File: src/rtl/stk_guard.sv
module stk_guard #(
  parameter int AW = 11,
  parameter logic [AW-1:0] SP_INIT  = 11'h600,
  parameter logic [AW-1:0] OVL_INIT = 11'h5F8,
  parameter logic [AW-1:0] UNL_INIT = 11'h600
) (
  input  logic          clk,
  input  logic          rst_n,
  input  logic          push_req,
  input  logic [15:0]   push_data,
  input  logic          pop_req,
  output logic          pop_valid,
  output logic [15:0]   pop_data,
  output logic          acc_done,
  input  logic          sp_wr,
  input  logic [AW-1:0] sp_wdata,
  input  logic          ovl_wr,
  input  logic [AW-1:0] ovl_wdata,
  input  logic          unl_wr,
  input  logic [AW-1:0] unl_wdata,
  input  logic          clr_ovf,
  input  logic          clr_unf,
  output logic [AW-1:0] sp_out,
  output logic          ovf_flag,
  output logic          unf_flag,
  output logic          mem_req,
  output logic          mem_we,
  output logic [AW-1:0] mem_addr,
  output logic [15:0]   mem_wdata,
  input  logic          mem_gnt,
  input  logic [15:0]   mem_rdata
);
  localparam logic [AW-1:0] STEP = AW'(2);
  localparam logic [AW-1:0] EVEN = ~AW'(1);

  logic [AW-1:0] sp, ovl, unl, sp_dn, sp_up;
  logic do_push, do_pop, fire;

  assign do_push   = push_req & ~sp_wr;
  assign do_pop    = pop_req & ~push_req & ~sp_wr;
  assign sp_dn     = sp - STEP;
  assign sp_up     = sp + STEP;
  assign mem_req   = do_push | do_pop;
  assign mem_we    = do_push;
  assign mem_addr  = do_push ? sp_dn : sp;
  assign mem_wdata = push_data;
  assign fire      = mem_req & mem_gnt;
  assign acc_done  = fire;
  assign sp_out    = sp;

  always_ff @(posedge clk) begin
    if (!rst_n) begin
      sp        <= SP_INIT & EVEN;
      ovl       <= OVL_INIT & EVEN;
      unl       <= UNL_INIT & EVEN;
      ovf_flag  <= 1'b0;
      unf_flag  <= 1'b0;
      pop_valid <= 1'b0;
      pop_data  <= '0;
    end else begin
      if (sp_wr)                sp <= sp_wdata & EVEN;
      else if (fire && do_push) sp <= sp_dn;
      else if (fire && do_pop)  sp <= sp_up;
      if (ovl_wr) ovl <= ovl_wdata & EVEN;
      if (unl_wr) unl <= unl_wdata & EVEN;
      ovf_flag  <= (fire & do_push & (sp_dn <= ovl)) | (ovf_flag & ~clr_ovf);
      unf_flag  <= (fire & do_pop & (sp_up > unl)) | (unf_flag & ~clr_unf);
      pop_valid <= fire & do_pop;
      if (fire && do_pop) pop_data <= mem_rdata;
    end
  end

  a_r2_push_moves_sp: assert property (@(posedge clk) disable iff (!rst_n)
    (fire && mem_we && !sp_wr) |=> sp_out == $past(mem_addr));
  a_r3_pop_moves_sp: assert property (@(posedge clk) disable iff (!rst_n)
    (fire && !mem_we) |=> sp_out == $past(mem_addr) + STEP);
  a_r3_pop_data: assert property (@(posedge clk) disable iff (!rst_n)
    (fire && !mem_we) |=> (pop_valid && pop_data == $past(mem_rdata)));
  a_r4_sp_even: assert property (@(posedge clk) disable iff (!rst_n)
    sp_out[0] == 1'b0);
  a_r7_ovf_sticky: assert property (@(posedge clk) disable iff (!rst_n)
    (ovf_flag && !clr_ovf) |=> ovf_flag);
  a_r7_unf_sticky: assert property (@(posedge clk) disable iff (!rst_n)
    (unf_flag && !clr_unf) |=> unf_flag);
  a_r8_no_access_on_write: assert property (@(posedge clk) disable iff (!rst_n)
    sp_wr |-> !mem_req);
  a_r9_stall_holds: assert property (@(posedge clk) disable iff (!rst_n)
    (mem_req && !mem_gnt && !sp_wr) |=> $stable(sp_out));
endmodule

File: config.mk
export PLATFORM = sky130hd
export DESIGN_NAME = stk_guard
export DESIGN_NICKNAME = d
export VERILOG_FILES = /design/src/rtl/stk_guard.sv
export SDC_FILE = /design/constraint.sdc
export NUM_CORES = 1
export LEC_CHECK = 0
export BUFFER_PORTS_ARGS = -buffer_cell sky130_fd_sc_hd__buf_2
export CAP_MARGIN = 5
export CORE_UTILIZATION = 35
export CTS_CLUSTER_SIZE = 20
export DETAILED_ROUTE_END_ITERATION = 8
export GPL_ROUTABILITY_DRIVEN = 0
export GPL_TIMING_DRIVEN = 0
export MAX_ROUTING_LAYER = met4
export PLACE_DENSITY = 0.65
export SYNTH_ARGS = -nofsm -noshare
export SYNTH_HDL_FRONTEND = slang
export SYNTH_SLANG_ARGS = --single-unit
File: constraint.sdc
create_clock -name clk -period 7 [get_ports clk]
set_clock_uncertainty 0.15 [all_clocks]
set_input_delay 1.4 -clock clk [delete_from_list [all_inputs] [get_ports clk]]
set_output_delay 1.4 -clock clk [all_outputs]
set_load 0.01 [all_outputs]
==> metrics.yaml <==
place:
  placedCellCount: 608
  dpl_cell_area_um2: 3790
  post-place-ws_ns: 2.78
  port_buffers: 111
  dp_hpwl_um: 6590
synthesis:
  ys_ff_latch: 49
  ys_seq_area_frac: 0.316
  synth_edf_count: 0
  synth_ff_type: "dfxtp_1"
  async_flop_share: 0
  synth_cells: 391
  synth.avg_cell_area_um2: 7.94
  yosysUniqueCellTypes: 47
  synth_fa_ha_area_frac: 0.0887
  synth_compound_area_frac: 0.137
  yosys.area_share.simple: 0.226
  yosys_warnings: 0
  synth_top_family_by_area: "simple AND/OR/NAND/NOR gates"
  syn_area_um2: 3100
  synth_mux_area_frac: 0.0419
  yosys.area_share.xor_xnor: 0.0790
worst_setup_path:
  crit_buf_inv: 4
  cp.required_ns: 5.45
  slowest_stage: "clkbuf_1"
  cp_num_cells: 5
  cpPeakStageDelay_ns: 0.47
  crit_arrival_ns: 2.70
  path_class: "in2out"
  path_max_fanout: 10
  critical-path-top-delay-family: "buffers and inverters"
  startpoint_type: "input port"
  path_cells: "buf_2 > clkbuf_1 > clkbuf_1 > nor2_1 > buf_2"
  rr_worst_depth: 10
  critPathCaptureType: "output port"
final_layout:
  final_util: 0.464
  fin_nets: 607
  fillCellCount: 865
  layout-drive-gt1-share: 0.295
  diodes: 0
  area_delta_synth_final_pct: 25.4
  design_area_um2: 3890
  finalNonFillerCells: 616
power_and_ir_drop:
  p_leak_nw: 1.90
  p_sw_mw: 0.219
  p_clk_frac: 0.266
  combPwrFrac: 0.291
  power_mw: 0.681
  internal_power_mw: 0.461
  peakVddDrop_mv: 0.0807
  power.density_nw_per_um2: 175
  pwr-share-seq: 0.443
  switching_share: 0.322
clocking:
  cts_inserted_buffers: 5
  cts-hold-fix-buffers: 0
  post-cts-setup-buffer-count: 0
  clk_path_buf_depth: 2
  clockRootBuffer: "clkbuf_8"
  tritoncts: "yes"
  clock_latency_ns: 0.31
  cts-htree-levels: 2
  clk_pin_slew_ns: 0.09
  cts_sinks: 49
  cts_resized: 0
timing:
  finalHoldViolations: 0
  final_max_slew_viol_count: 0
  finalCriticalPeriod_ns: 4.25
  post-route-period-util: 0.607
  fmax_ghz: 0.236
  rsz0062_at_grt: "no"
  worstMarginPinSlew_ns: 0.752
  setup_ws_ns: 2.75
  slew_headroom: 0.497
  timing.hold.ws_ns: 0.313
  setup_violations: 0
  totalNegativeSetupSlack_ns: 0
global_routing:
  grt_max_degree: 16
  gr-total-overflow: 0
  grt_pass1_wl_um: 13300
  antenna_found_initial: 0
  grt_use_total: 0.192
  grt_pass1_vias: 2840
floorplan:
  start_util: 0.370
  core.rowCount: 33
  pin_count: 135
  dieArea_um2: 9250
  fp.dieW_um: 96.2
  core_region_area_um2: 8380
  die_y_um: 96.2
routing:
  routedWlPerCell_um: 13.4
  dr.first_iter.drc_count: 178
  vias: 3027
  route.detailed.drc: 0
  routed_wl_um: 8280
  ant_nets: 0
  dr.pass1.iters: 4
  vias_per_cell: 4.91
status:
  status: "complete, no violations"
min_path:
  hold_class: "reg2reg"
  hold_depth: 2
job:
  drv_cap: 0
## state kept, by name, summed over array words and instances, names as in the netlist
register	flops
pop_data	16
ovl	10
sp_out	10
unl	10
ovf_flag	1
pop_valid	1
unf_flag	1
## final timing paths
kind | start | endpoint | slack (ns)
setup / recovery | sp_wr | mem_req | 2.75
hold / removal | pop_data[9] | pop_data[9] | 0.31
setup reg to reg | sp_out[1] | ovf_flag | 3.96
hold reg to reg | pop_data[9] | pop_data[9] | 0.31
## final cells by class
| cell class | instances | area (um2) | share of cell area |
|---|---|---|---|
| Tap cell | 105 | 131 | 0.0338 |
| Timing Repair Buffer | 111 | 556 | 0.143 |
| Clock buffer | 6 | 82.6 | 0.0212 |
| Multi-Input combinational cell | 276 | 1790 | 0.459 |
| Buffer | 40 | 239 | 0.0614 |
| Sequential cell | 49 | 981 | 0.252 |
| Clock inverter | 2 | 13.8 | 0.00354 |
| Inverter | 27 | 101 | 0.0260 |
## synthesized netlist by cell type, drive strengths merged (10+ instances only)
master | number | area (um2)
buf | 28 | 194
dfxtp | 49 | 981
xnor2 | 15 | 131
a21oi | 26 | 130
o21ai | 11 | 55.1
nor2 | 34 | 128
mux2i | 13 | 130
clkbuf | 12 | 45.0
nand2 | 67 | 251
ha | 22 | 275
inv | 27 | 101
o211ai | 10 | 75.1
xor2 | 13 | 114
## power by group through the flow
stage	combinational [mW]	clock, mW	sequential [mW]
2_1_floorplan	0.131	0	0.309
3_3_place_gp	0.194	0	0.308
3_5_place_dp	0.199	0	0.308
4_1_cts	0.200	0.186	0.302
5_1_grt	0.224	0.197	0.304
6_report	0.198	0.181	0.301
## cells by family after synthesis
logic type               after synthesis
other                                  1
multiplexers                          13
AND/OR/NAND/NOR                      144
flip-flops                            49
XOR/XNOR                              28
adder cells (fa/ha/maj)               22
buffers and inverters                 67
AO/OA/AOI/OAI                         67
## per-layer routing
metal  track usage  vias to the layer above  wire length, um
li1              -                     1546                -
met3        0.0458                        2              681
met4        0.0398                        0                8
met5             -                        -                0
met1         0.240                     1360             3780
met2         0.314                      119             3820
## worst reg2reg max path, cell delays in order, from the launching register on
cell and delay (ns):
dfxtp_1 0.46, inv_1 0.17, ha_1 0.16, clkbuf_1 0.35, nor3b_1 0.24, nand2_1 0.12, xnor2_1 0.18, ha_1 0.21
a211o_1 0.29, a2111oi_0 0.43, o311a_1 0.22
## layout by cell type (no fill, tap or decap), types with 13 or more instances in the layout
cell	count
a21oi_1	26
buf_2	116
buf_4	20
dfxtp_1	49
ha_1	22
inv_1	26
mux2i_1	13
nand2_1	67
nor2_1	34
xnor2_1	15
xor2_1	13
Note: power is estimated with default switching activity, not from simulation.
